==> src/rtl/txinj_pkg.sv <==
package txinj_pkg;
    parameter int CHAR_W     = 8;
    parameter int FIFO_DEPTH = 4;

    typedef logic [CHAR_W-1:0] char_t;

    typedef struct packed {
        logic  vld;
        char_t data;
    } push_t;

    typedef enum logic [1:0] {
        SRC_NONE = 2'd0,
        SRC_CTRL = 2'd1,
        SRC_BUF  = 2'd2
    } src_e;

    function automatic int unsigned cap_of(input logic single, input int unsigned full_depth);
        return single ? 1 : full_depth;
    endfunction
endpackage

==> src/rtl/txinj_oos_reg.sv <==
module txinj_oos_reg
    import txinj_pkg::*;
(
    input  logic  clk,
    input  logic  rst,
    input  logic  wr,
    input  char_t wdata,
    input  logic  take,
    output logic  pending,
    output char_t held
);
    // A write wins over a same-cycle take: the new value stays pending.
    always_ff @(posedge clk) begin
        if (rst) begin
            pending <= 1'b0;
            held    <= '0;
        end else if (wr) begin
            pending <= 1'b1;
            held    <= wdata;
        end else if (take) begin
            pending <= 1'b0;
        end
    end
endmodule

==> src/rtl/txinj_arb.sv <==
module txinj_arb
    import txinj_pkg::*;
(
    input  logic  tx_en,
    input  logic  freeze,
    input  logic  space,
    input  logic  ctrl_pending,
    input  char_t ctrl_data,
    input  logic  buf_valid,
    input  char_t buf_data,
    output logic  buf_ready,
    output logic  take_ctrl,
    output push_t push
);
    src_e src;

    always_comb begin
        src = SRC_NONE;
        if (tx_en && space) begin
            if (ctrl_pending)
                src = SRC_CTRL;
            else if (buf_valid && !freeze)
                src = SRC_BUF;
        end
    end

    always_comb begin
        push = '0;
        unique case (src)
            SRC_CTRL: push = '{vld: 1'b1, data: ctrl_data};
            SRC_BUF:  push = '{vld: 1'b1, data: buf_data};
            default:  push = '0;
        endcase
    end

    assign take_ctrl = (src == SRC_CTRL);
    assign buf_ready = tx_en && space && !freeze && !ctrl_pending;
endmodule

==> src/rtl/txinj_fifo.sv <==
module txinj_fifo
    import txinj_pkg::*;
#(
    parameter int DEPTH = FIFO_DEPTH,
    localparam int PW   = (DEPTH > 1) ? $clog2(DEPTH) : 1,
    localparam int CW   = $clog2(DEPTH + 1)
) (
    input  logic          clk,
    input  logic          rst,
    input  logic          cap_one,
    input  push_t         push,
    input  logic          pop_ready,
    output logic          out_valid,
    output char_t         out_data,
    output logic [CW-1:0] fill,
    output logic          space
);
    char_t         mem [DEPTH];
    logic [PW-1:0] wr_ptr, rd_ptr;
    logic          pop;

    function automatic logic [PW-1:0] bump(input logic [PW-1:0] p);
        return (p == PW'(DEPTH - 1)) ? '0 : p + 1'b1;
    endfunction

    assign out_valid = (fill != '0);
    assign out_data  = mem[rd_ptr];
    assign pop       = out_valid && pop_ready;
    assign space     = fill < CW'(cap_of(cap_one, DEPTH));

    always_ff @(posedge clk) begin
        if (push.vld)
            mem[wr_ptr] <= push.data;
    end

    always_ff @(posedge clk) begin
        if (rst) begin
            wr_ptr <= '0;
            rd_ptr <= '0;
            fill   <= '0;
        end else begin
            if (push.vld) wr_ptr <= bump(wr_ptr);
            if (pop)      rd_ptr <= bump(rd_ptr);
            case ({push.vld, pop})
                2'b10:   fill <= fill + 1'b1;
                2'b01:   fill <= fill - 1'b1;
                default: fill <= fill;
            endcase
        end
    end
endmodule

==> src/rtl/txinj_top.sv <==
module txinj_top
    import txinj_pkg::*;
#(
    parameter int DEPTH = FIFO_DEPTH,
    localparam int CW   = $clog2(DEPTH + 1)
) (
    input  logic              clk,
    input  logic              rst,
    input  logic              tx_en,
    input  logic              freeze,
    input  logic              depth_one,
    input  logic              oos_wr,
    input  logic [CHAR_W-1:0] oos_data,
    output logic              oos_pending,
    input  logic              buf_valid,
    input  logic [CHAR_W-1:0] buf_data,
    output logic              buf_ready,
    output logic              ser_valid,
    output logic [CHAR_W-1:0] ser_data,
    input  logic              ser_ready
);
    logic          cap_one_q;
    logic          take_ctrl;
    logic          space;
    char_t         ctrl_data;
    push_t         push;
    logic [CW-1:0] fill;

    // Depth selection is captured only while the transmitter is off.
    always_ff @(posedge clk) begin
        if (rst)
            cap_one_q <= 1'b0;
        else if (!tx_en)
            cap_one_q <= depth_one;
    end

    txinj_oos_reg u_oos (
        .clk     (clk),
        .rst     (rst),
        .wr      (oos_wr),
        .wdata   (oos_data),
        .take    (take_ctrl),
        .pending (oos_pending),
        .held    (ctrl_data)
    );

    txinj_arb u_arb (
        .tx_en        (tx_en),
        .freeze       (freeze),
        .space        (space),
        .ctrl_pending (oos_pending),
        .ctrl_data    (ctrl_data),
        .buf_valid    (buf_valid),
        .buf_data     (buf_data),
        .buf_ready    (buf_ready),
        .take_ctrl    (take_ctrl),
        .push         (push)
    );

    txinj_fifo #(.DEPTH(DEPTH)) u_fifo (
        .clk       (clk),
        .rst       (rst),
        .cap_one   (cap_one_q),
        .push      (push),
        .pop_ready (ser_ready),
        .out_valid (ser_valid),
        .out_data  (ser_data),
        .fill      (fill),
        .space     (space)
    );
endmodule

==> config.mk <==
export PLATFORM = sky130hd
export DESIGN_NAME = txinj_top
export DESIGN_NICKNAME = d
export VERILOG_FILES = /design/src/rtl/txinj_pkg.sv /design/src/rtl/txinj_oos_reg.sv /design/src/rtl/txinj_arb.sv /design/src/rtl/txinj_fifo.sv /design/src/rtl/txinj_top.sv
export SDC_FILE = /design/constraint.sdc
export NUM_CORES = 1
export LEC_CHECK = 0
export ABC_CLOCK_PERIOD_IN_PS = 3610
export BUFFER_PORTS_ARGS = -buffer_cell sky130_fd_sc_hd__buf_2
export CORE_AREA = 5 5 75 77
export CTS_CLUSTER_DIAMETER = 50
export DETAILED_ROUTE_END_ITERATION = 6
export DIE_AREA = 0 0 80 82
export MAX_ROUTING_LAYER = met4
export PLACE_DENSITY = 0.75
export SLEW_MARGIN = 15
export SYNTH_ARGS = -nofsm -noshare
export SYNTH_HDL_FRONTEND = slang
export SYNTH_HIERARCHICAL = 1
export SYNTH_SLANG_ARGS = --single-unit
export TNS_END_PERCENT = 10
==> constraint.sdc <==
create_clock -name clk -period 3.61 [get_ports clk]
set_clock_uncertainty 0.2 [all_clocks]
set_input_delay 0 -clock clk [delete_from_list [all_inputs] [get_ports clk]]
set_output_delay 0 -clock clk [all_outputs]
set_load 0.01 [all_outputs]
## Word level (Yosys, flattened, before mapping)

Memories as Yosys holds them, arrays and structs flattened. A register that Yosys moved wholly into a read port is not among the register bits.
Index checks and enable logic that the tools add are counted.

- Output and inout bits: 11
- Logic and storage cells: 42
- Memories: 1
- Memory bits (writable): 32
- Input port bits: 24
- Register bits: 17

- Reduce and logical (&&, ||, !) cells: 10
- Equality and inequality tests: 6
- Multiplexer cells: 14
- Add/subtract/negate cells: 4
- $lt $le $gt $ge: 1

Memories:

| name | words | bits a word | rd ports | clocked after Yosys merged registers in | wr ports | RTL line | RTL |
|---|---|---|---|---|---|---|---|
| u_fifo.mem | 4 | 8 | 1 | 1 | 1 | txinj_fifo.sv:18 | `char_t mem [DEPTH];` |

Operators by type and width:

| cell | number |
|---|---|
| case mux 9 bit (2 select lines) | 1 |
| two-way mux 2 bit | 7 |
| == test 2 bit, second input constant | 4 |
| case mux 3 bit (2 select lines) | 1 |
| logical AND 1 bit | 5 |
| adder 2 x 1 -> 2 bit, second input constant | 2 |
| == test 2 x 1 -> 1 bit, second input constant | 2 |
| two-way mux 1 bit | 4 |
| nonzero test 2 bit | 2 |
| adder 3 x 1 -> 3 bit, second input constant | 1 |
| < comparator 3 bit | 1 |
| two-way mux 3 bit | 1 |
| nonzero test 3 bit | 1 |
| subtractor 3 x 1 -> 3 bit, second input constant | 1 |
| logical NOT 1 bit | 2 |

## Longest topological paths before layout

- Depth in word-level cells: 9
- Gate-level depth with buffers: 13
- Depth with buffers taken out: 12

## Modules after synthesis

Netlist, hierarchy kept.

Modules (own cells, without submodules):

| module | instances | area an instance (sq um) | cells an instance | sequential area each (sq um) |
|---|---|---|---|---|
| txinj_fifo | 1 | 1646.6 | 93 | 1141.1 |
| txinj_oos_reg | 1 | 321.6 | 30 | 180.2 |
| txinj_arb | 1 | 131.4 | 14 | 0.0 |
| txinj_top | 1 | 33.8 | 3 | 20.0 |

## Least setup slack after synthesis

OpenSTA, ideal clock, no wires.

- Kind: flip-flop to flip-flop
- Start point: reg u_fifo.fill[2]
- End point: reg u_fifo.fill[2]
- Buffers on the path: 1
- Period minus slack after synthesis: 2.716 ns
- Setup time: 0.070 ns
- Slack: 0.894 ns
- Stages on the path, launching flop included: 13
- Arrival: 2.447 ns
- Required time: 3.340 ns
- Cells stage by stage: dfxtp_1 -> ha_1 -> a21oi_1 -> and4bb_1 -> buf_6 -> a21o_2 -> inv_1 -> ha_1 -> inv_1 -> fa_1 -> xor2_1 -> or3_1 -> a21oi_1

RTL lines:

| what | RTL line | RTL |
|---|---|---|
| start: declaration | txinj_fifo.sv:15 | `output logic [CW-1:0] fill,` |
| start signal: assignment | txinj_fifo.sv:45 | `2'b10: fill <= fill + 1'b1;` |
| start signal: assignment | txinj_fifo.sv:46 | `2'b01: fill <= fill - 1'b1;` |
| start signal: assignment | txinj_fifo.sv:47 | `default: fill <= fill;` |

==> flow_summary.ini <==
[status]
outcome = finished, violations left
violations = hold timing

[clock_tree]
cts_buffer_depth = 2
clock_sinks = 51
htree_levels = 2
cts-resized-gates = 0
clkLatencyLatePin_ps = 300
cts-root-buf = clkbuf_8
cts_setup_buffers = 0
hold_buffers = 38
numCtsBuffers = 5
clk_pin_slew_worst_paths_ps = 90
tritoncts = built

[timing]
finalSetupTns_ps = 0
max_freq_ghz = 0.343
slew_viol_final = 0
rsz0062_at_grt = false
whs_ps = -3.19
setup_viol_count_final = 0
slew_headroom_pct = 64.0
worst_pin_slew_ps = 540
period_minus_slack_ps = 2920
timing.final.crit_share_pct = 80.8
finalWorstSetupSlack_ps = 692
hold_viol_final = 4

[routing]
vias = 1390
antenna_left = 0
wirelength_mm = 4.39
drtPass1Iterations = 4
drc_errors = 0
routedWlPerCell_um = 15.5
first_iter_violations = 131
via_per_inst = 4.91

[worst_setup_path]
cp.depth = 11
critPathLaunch = u_fifo/fill[2]
path_max_fanout = 10
reg2reg_to = u_fifo/fill[2]
cp_cell_sequence = ha_1, a21oi_1, and4bb_1, a21o_2, inv_1, ha_1, inv_1, fa_1, xor2_1, or3_1, a21oi_1
worstSetupEndpointType = flip-flop
arrival_ps = 2950
crit_buf_inv = 2
cpLargestDelayFamily = adder cells
worst-setup-path-type = flip-flop to flip-flop
rr_worst_depth = 11
reg2reg_from = u_fifo/fill[2]
startpoint_type = flip-flop
slowest_delay_ps = 370
required_ps = 3640
crit_path_end = u_fifo/fill[2]
cpMaxStageDelayCell = dfxtp_1
reg2reg_slack_ps = 690

[cells_and_area]
syn2layout_area_growth_pct = 32.6
layout_commonest_cell = dlygate4sd3_1
drive_gt1_share_pct = 24.9
fin_util_pct = 57.2
fin_nets = 244
diodes = 0
layout.cells.non_filler = 283
layout_common_cells = dlygate4sd3_1 (38), buf_2 (34), edfxtp_1 (32)

[die]
rows = 26
die_y_um = 82
coreArea_um2 = 4940
die_w_um = 80
pin_count = 35
start_util_pct = 43.1
die_area_um2 = 6560

[synth]
synth_cell_types = 28
syn_nets = 172
ys_seq_area_share_pct = 62.9
yosysWarnings = 6
synth-seq-cells = 51
syn_inst = 140
synth_area_um2 = 2130
syn_area_per_cell_um2 = 15.2

[global_route]
grt_pass1_vias = 1501
grt_start_max_net_pins = 18
grt_pass1_wl_mm = 7.37
grt.overflow.total = 0
grt_usage_pct = 15.3
antenna_found_initial = 0

[place]
routabilityCongestion = 0.784
place.port_buffers = 34
placed_cells = 237
pre_cts_ws_ps = 749
place_hpwl_mm = 2.66

[power]
total_power_uw = 1450
leakage_uw = 0.00112
vdd_ir_drop_max_uv = 319
power_density_nw_per_um2 = 512

[flow_run]
cap_violations = 0

[min_path]
hold_path_class = input pin to flip-flop
registers in the layout, summed over array words and instances, names as in the netlist, named ones only:
signal and count:
u_fifo/mem 32, u_oos/held 8, u_fifo/fill 3, u_fifo/rd_ptr 2, u_fifo/wr_ptr 2, cap_one_q 1
u_oos/pending 1
power breakdown:
group / internal, uW / leakage, uW / switching, uW
sequential: 664 / 0.000455 / 52.9
clock: 207 / 0.0000562 / 189
combinational: 182 / 0.000604 / 151
total: 1050 / 0.00112 / 394
worst min-delay path by stage:
stage,startpoint,endpoint,cells past startpoint
2_1_floorplan,rst,flip-flop,1
3_3_place_gp,depth_one,cap_one_q,3
3_5_place_dp,oos_data[0],u_oos/held[0],3
4_1_cts,buf_data[3],u_fifo/mem[3][3],2
5_1_grt,buf_data[3],u_fifo/mem[3][3],2
6_report,buf_data[3],u_fifo/mem[3][3],2
Yosys cell counts (all sizes together):
cell / number / area share (%)
a21oi: 6 / 1.6
nand2: 1 / 0.18
o21ai: 1 / 0.23
fa: 1 / 0.94
ha: 7 / 4.1
clkbuf: 3 / 0.65
and2: 4 / 1.2
dfxtp: 19 / 18
o31ai: 1 / 1.0
inv: 8 / 1.4
and4bb: 1 / 0.59
mux4: 8 / 8.4
and3: 1 / 0.29
nand2b: 1 / 0.29
or3: 3 / 0.94
a21o: 1 / 0.41
buf: 4 / 1.9
a32o: 8 / 3.8
nor3b: 1 / 0.35
nand3: 1 / 0.23
xor2: 2 / 0.82
edfxtp: 32 / 45
mux2i: 11 / 5.2
nor2: 15 / 2.6
per-layer routing:
| metal | up-vias | routed length, um | share of wire (%) | track usage [%] |
|---|---|---|---|---|
| met5 | - | 0 | 0 | - |
| met4 | 0 | 23 | 0.52 | 3.04 |
| met3 | 3 | 205 | 4.7 | 2.96 |
| met2 | 48 | 2140 | 49 | 25.6 |
| met1 | 671 | 2020 | 46 | 19.7 |
| li1 | 668 | - | - | - |
stage by stage:
step | cell area [um^2] | hold WS (ps)
after floorplan | 2130 | -133
after global placement | 2340 | 33.0
final | 2830 | -3.19
after detailed placement | 2340 | 43.9
after global routing | 2830 | 7.17
after CTS | 2830 | 0.205
cell families after synthesis:
| logic type | share of synthesized area [%] |
|---|---|
| multiplexers | 13.6 |
| AND/OR/NAND/NOR | 6.69 |
| buffers and inverters | 3.99 |
| AO/OA/AOI/OAI | 6.98 |
| flip-flops | 62.9 |
| adder cells (fa/ha/maj) | 5.04 |
| XOR/XNOR | 0.821 |
final cells by class:
cell class                 count  area [um^2]
inverter                       8         30.0
fill                         391         2120
clock buffer                   5         68.8
clock inverter                 3         42.5
tap                           70         87.6
multi-input combinational     74          707
timing repair buffer          72          551
sequential                    51         1340
No activity file was read; power rests on OpenSTA's default activity.
